**config.mk**
```make
export PLATFORM = sky130hd
export DESIGN_NAME = smv_matvec
export DESIGN_NICKNAME = d
export VERILOG_FILES = /design/src/rtl/smv_pkg.sv /design/src/rtl/smv_rst_sync.sv /design/src/rtl/smv_coef_reg.sv /design/src/rtl/smv_mac_stage.sv /design/src/rtl/smv_matvec.sv
export SDC_FILE = /design/constraint.sdc
export NUM_CORES = 1
export LEC_CHECK = 0
export ABC_CLOCK_PERIOD_IN_PS = 5420
export CAP_MARGIN = 20
export CORE_MARGIN = 4
export CORE_UTILIZATION = 45
export CTS_CLUSTER_SIZE = 30
export DETAILED_ROUTE_END_ITERATION = 12
export SYNTH_ARGS = -nofsm -noshare
export SYNTH_HDL_FRONTEND = slang
export SYNTH_HIERARCHICAL = 1
export SYNTH_SLANG_ARGS = --single-unit
```
**constraint.sdc**
```tcl
create_clock -name clk -period 5.42 [get_ports clk]
set_input_delay 0.542 -clock clk [delete_from_list [all_inputs] [get_ports clk]]
set_output_delay 0.542 -clock clk [all_outputs]
set_load 0.05 [all_outputs]
```
**src/rtl/smv_pkg.sv**
```systemverilog
package smv_pkg;

  // Width that holds N signed products of two DATA_W operands without wrap.
  function automatic int smv_acc_w(input int data_w, input int n_cells);
    return 2 * data_w + $clog2(n_cells);
  endfunction

  // Number of flops in the reset release chain.
  localparam int SMV_RST_STAGES = 2;

endpackage

```
**src/rtl/smv_rst_sync.sv**
```systemverilog
module smv_rst_sync #(
  parameter int STAGES = smv_pkg::SMV_RST_STAGES
) (
  input  logic clk,
  input  logic rst_n,
  output logic rst_n_sync
);

  logic [STAGES-1:0] chain_q;
  logic [STAGES-1:0] chain_d;

  always_comb begin
    chain_d = {chain_q[STAGES-2:0], 1'b1};
  end

  always_ff @(posedge clk or negedge rst_n) begin
    if (!rst_n) chain_q <= '0;
    else        chain_q <= chain_d;
  end

  assign rst_n_sync = chain_q[STAGES-1];

endmodule

```
**src/rtl/smv_coef_reg.sv**
```systemverilog
module smv_coef_reg #(
  parameter int DATA_W = 8
) (
  input  logic              clk,
  input  logic              rst_n,
  input  logic              load_en,
  input  logic [DATA_W-1:0] coef_in,
  output logic [DATA_W-1:0] coef_out
);

  logic [DATA_W-1:0] coef_q;
  logic [DATA_W-1:0] coef_d;

  always_comb begin
    coef_d = coef_q;
    if (load_en) coef_d = coef_in;
  end

  always_ff @(posedge clk or negedge rst_n) begin
    if (!rst_n) coef_q <= '0;
    else        coef_q <= coef_d;
  end

  assign coef_out = coef_q;

  // a load edge captures the presented element
  p_coef_capture_r2: assert property (@(posedge clk) disable iff (!rst_n)
    load_en |=> (coef_out == $past(coef_in)));

  // without a load the element is held
  p_coef_hold_r2: assert property (@(posedge clk) disable iff (!rst_n)
    !load_en |=> $stable(coef_out));

endmodule

```
**src/rtl/smv_mac_stage.sv**
```systemverilog
module smv_mac_stage #(
  parameter int DATA_W = 8,
  parameter int ACC_W  = 18
) (
  input  logic             clk,
  input  logic             rst_n,
  input  logic [DATA_W-1:0] elem_in,
  input  logic [DATA_W-1:0] coef,
  input  logic [ACC_W-1:0]  sum_in,
  input  logic              vld_in,
  output logic [ACC_W-1:0]  sum_out,
  output logic              vld_out
);

  localparam int PROD_W = 2 * DATA_W;

  logic signed [PROD_W-1:0] prod;
  logic signed [ACC_W-1:0]  prod_ext;
  logic        [ACC_W-1:0]  sum_d;
  logic        [ACC_W-1:0]  sum_q;
  logic                     vld_q;
  logic        [ACC_W:0]    wide_sum;

  always_comb begin
    prod     = $signed(elem_in) * $signed(coef);
    prod_ext = ACC_W'(prod);
    sum_d    = sum_in + prod_ext;
    wide_sum = {sum_in[ACC_W-1], sum_in} + {prod_ext[ACC_W-1], prod_ext};
  end

  always_ff @(posedge clk or negedge rst_n) begin
    if (!rst_n) begin
      sum_q <= '0;
      vld_q <= 1'b0;
    end else begin
      sum_q <= sum_d;
      vld_q <= vld_in;
    end
  end

  assign sum_out = sum_q;
  assign vld_out = vld_q;

  // the accumulation never leaves the signed result range
  p_no_overflow_r7: assert property (@(posedge clk) disable iff (!rst_n)
    wide_sum[ACC_W] == wide_sum[ACC_W-1]);

endmodule

```
**src/rtl/smv_matvec.sv**
```systemverilog
module smv_matvec #(
  parameter int N_CELLS = 3,
  parameter int DATA_W  = 8,
  parameter int ACC_W   = smv_pkg::smv_acc_w(DATA_W, N_CELLS)
) (
  input  logic                      clk,
  input  logic                      rst_n,
  input  logic                      vec_load,
  input  logic [N_CELLS*DATA_W-1:0] vec_in,
  input  logic [N_CELLS*DATA_W-1:0] col_in,
  input  logic                      row_start,
  output logic [ACC_W-1:0]          y_data,
  output logic                      y_valid
);

  logic                rst_n_s;
  logic [ACC_W-1:0]    sum_link [0:N_CELLS];
  logic                vld_link [0:N_CELLS];
  logic [DATA_W-1:0]   coef_w   [0:N_CELLS-1];

  smv_rst_sync #(
    .STAGES (smv_pkg::SMV_RST_STAGES)
  ) u_rst_sync (
    .clk        (clk),
    .rst_n      (rst_n),
    .rst_n_sync (rst_n_s)
  );

  assign sum_link[0] = '0;
  assign vld_link[0] = row_start;

  for (genvar k = 0; k < N_CELLS; k++) begin : g_cell
    smv_coef_reg #(
      .DATA_W (DATA_W)
    ) u_coef (
      .clk      (clk),
      .rst_n    (rst_n_s),
      .load_en  (vec_load),
      .coef_in  (vec_in[k*DATA_W +: DATA_W]),
      .coef_out (coef_w[k])
    );

    smv_mac_stage #(
      .DATA_W (DATA_W),
      .ACC_W  (ACC_W)
    ) u_mac (
      .clk     (clk),
      .rst_n   (rst_n_s),
      .elem_in (col_in[k*DATA_W +: DATA_W]),
      .coef    (coef_w[k]),
      .sum_in  (sum_link[k]),
      .vld_in  (vld_link[k]),
      .sum_out (sum_link[k+1]),
      .vld_out (vld_link[k+1])
    );

    // a row flag leaves a cell only one edge after it entered
    p_valid_follows_r5: assert property (@(posedge clk) disable iff (!rst_n_s)
      vld_link[k+1] |-> $past(vld_link[k]));

    // a row flag entering a cell always emerges on the next edge
    p_valid_lands_r5: assert property (@(posedge clk) disable iff (!rst_n_s)
      vld_link[k] |=> vld_link[k+1]);
  end

  assign y_data  = sum_link[N_CELLS];
  assign y_valid = vld_link[N_CELLS];

endmodule

```
* Word-level counts from Yosys, hierarchy flattened
Cells that the tools add are included.
** Cells by class
- $add $sub $neg :: 2
- Multipliers :: 3
** Operators with widths (number)
- $mul A8 B8 Y16 :: 3
- $add A18 B18 Y18 :: 1
- $add A16 B16 Y17 :: 1
** Storage, ports and cells
- Flip-flop bits (word level) :: 81
- Logic and storage cells :: 15

* Logic depth before layout (Yosys ltp)
- Word-level depth :: 2
- Mapped depth :: 24

* Cells and area by module
Netlist, hierarchy kept.
** By module, submodules not included
- smv_mac_stage (g_cell[0].u_mac) :: instances 1, cells each 416, area an instance 3828.7 um^2, sequential area each 475.5 um^2
- smv_mac_stage (g_cell[2].u_mac) :: instances 1, cells each 415, area an instance 3783.6 um^2, sequential area each 475.5 um^2
- smv_mac_stage (g_cell[1].u_mac) :: instances 1, cells each 400, area an instance 3726.1 um^2, sequential area each 475.5 um^2
- smv_coef_reg :: instances 3, cells each 17, area an instance 331.6 um^2, sequential area each 200.2 um^2
- smv_rst_sync :: instances 1, cells each 3, area an instance 53.8 um^2, sequential area each 50.0 um^2
- smv_matvec :: instances 1, cells each 1, area an instance 3.8 um^2, sequential area each 0.0 um^2

* Least setup slack after synthesis
Ideal clock, no wire load.
- Kind :: input port to flip-flop
- From :: in col_in[13]
- To :: reg g_cell[1].u_mac.sum_q[17]
- Setup time :: 0.135 ns
- Data arrival time :: 5.295 ns
- Slack :: -0.011 ns
- Stages on the path :: 20
- Cells stage by stage :: and2_1 -> fa_1 -> inv_1 -> fa_1 -> inv_1 -> fa_1 -> inv_1 -> fa_1 -> inv_1 -> ha_1 -> o21ai_0 -> nor2_1 -> o41a_1 -> a311oi_2 -> a21oi_2 -> xnor2_2 -> ha_1 -> a211o_1 -> o22a_1 -> xor3_1
** On the way
- Cells in the longest elaborated chain, start to end :: 2
** RTL lines
- start, declared :: RTL line smv_matvec.sv:10 : input logic [N_CELLS*DATA_W-1:0] col_in,
- $mul A8 B8 Y16 :: RTL line smv_mac_stage.sv:25 : prod = $signed(elem_in) * $signed(coef);
- $add A16 B16 Y17 :: RTL line smv_mac_stage.sv:27 : sum_d = sum_in + prod_ext;
- named net g_cell[1].u_mac.sum_d[17] :: RTL line smv_mac_stage.sv:19 : logic [ACC_W-1:0] sum_d;
- end signal, assigned :: RTL line smv_mac_stage.sv:36 : sum_q <= sum_d;
- end, declared :: RTL line smv_mac_stage.sv:20 : logic [ACC_W-1:0] sum_q;
The timed path passes the listed nets, and every way through them passes these cells.
A chain may end at the register's enable or synchronous reset.

* Final worst setup path
- From :: in col_in[11]
- To :: reg g_cell[1].u_mac.sum_q[17]
Same word-level chain as after synthesis.

==> flow_summary_export.csv <==
group,metric,value,unit
drt,avgViaCountPerCell,4.93,
timing,worstMarginPinSlew,0.944,ns
setup_path,required,5.65,ns
setup_path,cpMostUsedCell,"fa_1",
global_routing,antenna_found_initial,0,
floorplanning,die_h,174,um
setup_path,timing.rr.start,"g_cell[1].u_coef/coef_out[1]",
setup_path,r2r_slack,0,ns
timing,clock.fmax,184,MHz
timing,period_share,100,%
floorplanning,die_w,174,um
yosys,ys_seq_elements,83,
drt,dr.pass1.iters,4,
yosys,ys_top_cells_by_area,"fa_1, dfrtp_1, ha_1",
yosys,synth_top_cell_by_area,"fa_1",
global_routing,track_usage,18.5,%
setup_path,cp.arrival,5.67,ns
timing,slew_headroom,37.1,%
worst_hold_path,hp-class,"flop to async pin",
clock_tree,clock-sinks,83,
clock_tree,clock_latency,0.36,ns
setup_path,timing.critical_path.buf_inv,5,
setup_path,cp_top_family,"adder cells",
floorplanning,initial_core_util,45.8,%
yosys,synth.avg_cell_area,9.64,sq um
timing,setup-violations-final,1,
drt,drt_first_iter_violations,307,
timing,fin_crit,5.44,ns
timing,fin_hold_ws,0.264,ns
setup_path,crit_end,"g_cell[1].u_mac/sum_out[17]",
setup_path,critPathKind,"input pin to flop",
drt,drt_wl_total,26400,um
placement,place.gp.congestion,0.839,
floorplanning,die_area,30300,sq um
setup_path,cp_cell_sequence,"clkdlybuf4s15_1, and2_1, fa_1, inv_1, fa_1, inv_1, fa_1, inv_2, fa_1, inv_2, ha_4, o21ai_2, nor2_2, o41a_1, nor2_1, xnor2_1, ha_1, a21oi_2, nand2b_1, o21bai_4, a21o_1, o22a_1, xor3_1",
yosys,syn-cell-area,12400,sq um
floorplanning,fp-row-count,60,
drt,drc,0,
clock_tree,root_buffer,"clkbuf_16",
yosys,synth-seq-area-share,16.8,%
clock_tree,path_clk_slew,0.08,ns
setup_path,crit_slowest_cell,"fa_1",
floorplanning,coreArea,27000,sq um
final_layout,n_antenna_cell,0,
job,drv_cap,0,
placement,io_buffer_count,70,
setup_path,critPathLaunchType,"input pin",
global_routing,grt_pass1_vias,10200,
final_layout,syn2layout_area_growth,25.7,%
final_layout,final_nets,1930,
timing,grt_setup_unrepaired,"yes",
timing,finalHoldViolations,0,
yosys,synth_cell_types,66,
placement,hpwlAfterDp,22300,um
setup_path,path_max_fanout,6,
global_routing,grt-ovfl-total,0,
yosys,syn_inst,1286,
final_layout,drive_gt1_share,20.0,%
placement,dp_slack,-0.724,ns
timing,tns,-0.0247,ns
yosys,synth_ff_type,"dfrtp_1",
setup_path,slowest_delay,0.54,ns
setup_path,worst-path-stages,23,
run_status,status,"finished with violations",
drt,ant_nets,0,
timing,fin_skew,0.0162,ns
clock_tree,clockBufferDepth,2,
timing,slew_violations,0,
setup_path,r2r-end,"g_cell[1].u_mac/sum_out[17]",
yosys,synth_top_cell_area_share,27.1,%
drt,vias,9450,
setup_path,cp-end-kind,"flop",
yosys,synth-async-reset-ratio,100,%
yosys,synth_edf_count,0,
global_routing,grt_pass1_wl,46900,um
clock_tree,cts_tree,"yes",
timing,worst_slack,-0.0247,ns
setup_path,reg2reg_depth,22,
clock_tree,postCtsHoldBufs,0,
global_routing,grt_max_degree,57,
drt,wl_per_cell,13.7,um
yosys,synth_warnings,6,
setup_path,startpoint,"col_in[11]",
run_status,violations,"setup timing",
floorplanning,io_pins,71,
clock_tree,cts_buffers,9,
clock_tree,htreeDepth,3,
worst register-to-register path, delay by kind of cell, from the launching register on:
kind | cells | cell delay [ns]
buf+inv | 4 | 0.18
fa+ha+maj | 6 | 2.65
simple gates | 4 | 0.50
xor+xnor | 2 | 0.32
compound gates | 6 | 1.25
flops | 1 | 0.41
state kept, by name, indices dropped and copies added (netlist names):
register and count:
g_cell.u_mac/vld_out 3, u_rst_sync/chain_q 2, g_cell.u_coef/coef_out 24, g_cell.u_mac/sum_out 54
cell type report:
cell class              instances  area [sq um]
clock buffers                   9           225
fillers                      2434         11400
well taps                     341           427
inverters                     275          1030
repair buffers                261          2140
clock inverters                 7          76.3
multi-input cells             942          9590
flip-flops and latches         83          2090
cells in the mapped netlist (2+ instances only):
| library cell | count |
|---|---|
| nand3b_1 | 5 |
| a31oi_1 | 4 |
| dfrtp_1 | 83 |
| and2_1 | 127 |
| o41a_1 | 2 |
| or4_1 | 3 |
| nand2b_1 | 14 |
| nand2_1 | 64 |
| nand4_1 | 5 |
| a21oi_2 | 2 |
| mux2_4 | 24 |
| a211oi_2 | 3 |
| or2_2 | 3 |
| conb_1 | 2 |
| o21ai_0 | 35 |
| or3_1 | 4 |
| inv_1 | 275 |
| o211ai_1 | 7 |
| fa_1 | 168 |
| xor2_1 | 21 |
| nor2b_1 | 10 |
| a211oi_1 | 9 |
| ha_1 | 138 |
| a21o_1 | 17 |
| buf_6 | 3 |
| o311a_1 | 3 |
| a21o_2 | 2 |
| o21bai_1 | 17 |
| a211o_1 | 3 |
| and3_1 | 4 |
| o21ai_1 | 4 |
| o311ai_0 | 4 |
| nor3_1 | 17 |
| nand3_1 | 7 |
| o21a_1 | 11 |
| nor2_1 | 46 |
| a2111oi_0 | 2 |
| xnor2_1 | 61 |
| a21oi_1 | 49 |
| xnor2_2 | 2 |
stage by stage:
step                      utilization [%]  cell area [sq um]  std cells
after floorplan                         -              12500       1304
after global placement               55.2              14900       1894
after detailed placement             55.2              14900       1894
after CTS                            56.8              15300       1915
after global routing                 57.6              15600       1918
final                                57.6              15600       1918
kinds of logic after synthesis:
| logic type | Yosys count | share of synthesized area (%) |
|---|---|---|
| adders and majority gates | 306 | 41.1 |
| buffers and inverters | 279 | 8.63 |
| DFF | 83 | 16.8 |
| xor gates and xnor gates | 86 | 6.43 |
| other | 2 | 0.0606 |
| AOI/OAI and AO/OA | 190 | 10.4 |
| and+or+nand+nor | 315 | 13.6 |
| muxes | 25 | 2.99 |
worst min-delay path by stage:
| stage | start | end | slack [ns] | depth (start not counted) |
|---|---|---|---|---|
| 3_5_place_dp | u_rst_sync/chain_q[1] | g_cell[0].u_coef/coef_out[1] | 0.27 | 0 |
| 5_1_grt | u_rst_sync/chain_q[1] | g_cell[1].u_mac/vld_out | 0.30 | 0 |
| 2_1_floorplan | rst_n | u_rst_sync/chain_q[0] | 0.25 | 0 |
| 6_report | u_rst_sync/chain_q[1] | g_cell[2].u_mac/sum_out[9] | 0.26 | 0 |
| 4_1_cts | u_rst_sync/chain_q[1] | g_cell[0].u_mac/vld_out | 0.28 | 0 |
| 3_3_place_gp | u_rst_sync/chain_q[1] | g_cell[0].u_mac/vld_out | 0.27 | 0 |
layout by cell type (no fill, tap or decap), drive strengths merged, types with 10 or more instances in the layout:
master,count
inv,280
nand2,64
a21o,19
clkdlybuf4s50,47
o21a,12
o21bai,17
nor2b,10
nand2b,14
nor2,46
fa,168
conb,20
nor3,17
xnor2,63
buf,192
and2,127
ha,138
dfrtp,83
a211oi,12
xor2,21
clkbuf,10
mux2,24
a21oi,51
o21ai,39
dlygate4sd2,12
routing by layer:
| metal | share of wire, % | wire length, um | vias up | global-route usage (%) |
|---|---|---|---|---|
| met5 | 0 | 0 | - | 0 |
| met3 | 2.2 | 569 | 28 | 2.28 |
| met1 | 43 | 11500 | 4657 | 23.2 |
| met2 | 53 | 14000 | 105 | 34.0 |
| li1 | - | - | 4660 | - |
| met4 | 1.2 | 324 | 0 | 4.26 |
repair_timing:
| action | CTS | global route |
|---|---|---|
| gates resized for setup | 45 | 62 |
| pin swaps | 17 | 21 |
| endpoints found under the setup margin | 13 | 15 |
| setup buffers | 5 | 3 |
Power is left out: the tool's default activity adds up to more than one toggle a clock period on the data nets, which glitch-free logic cannot reach.
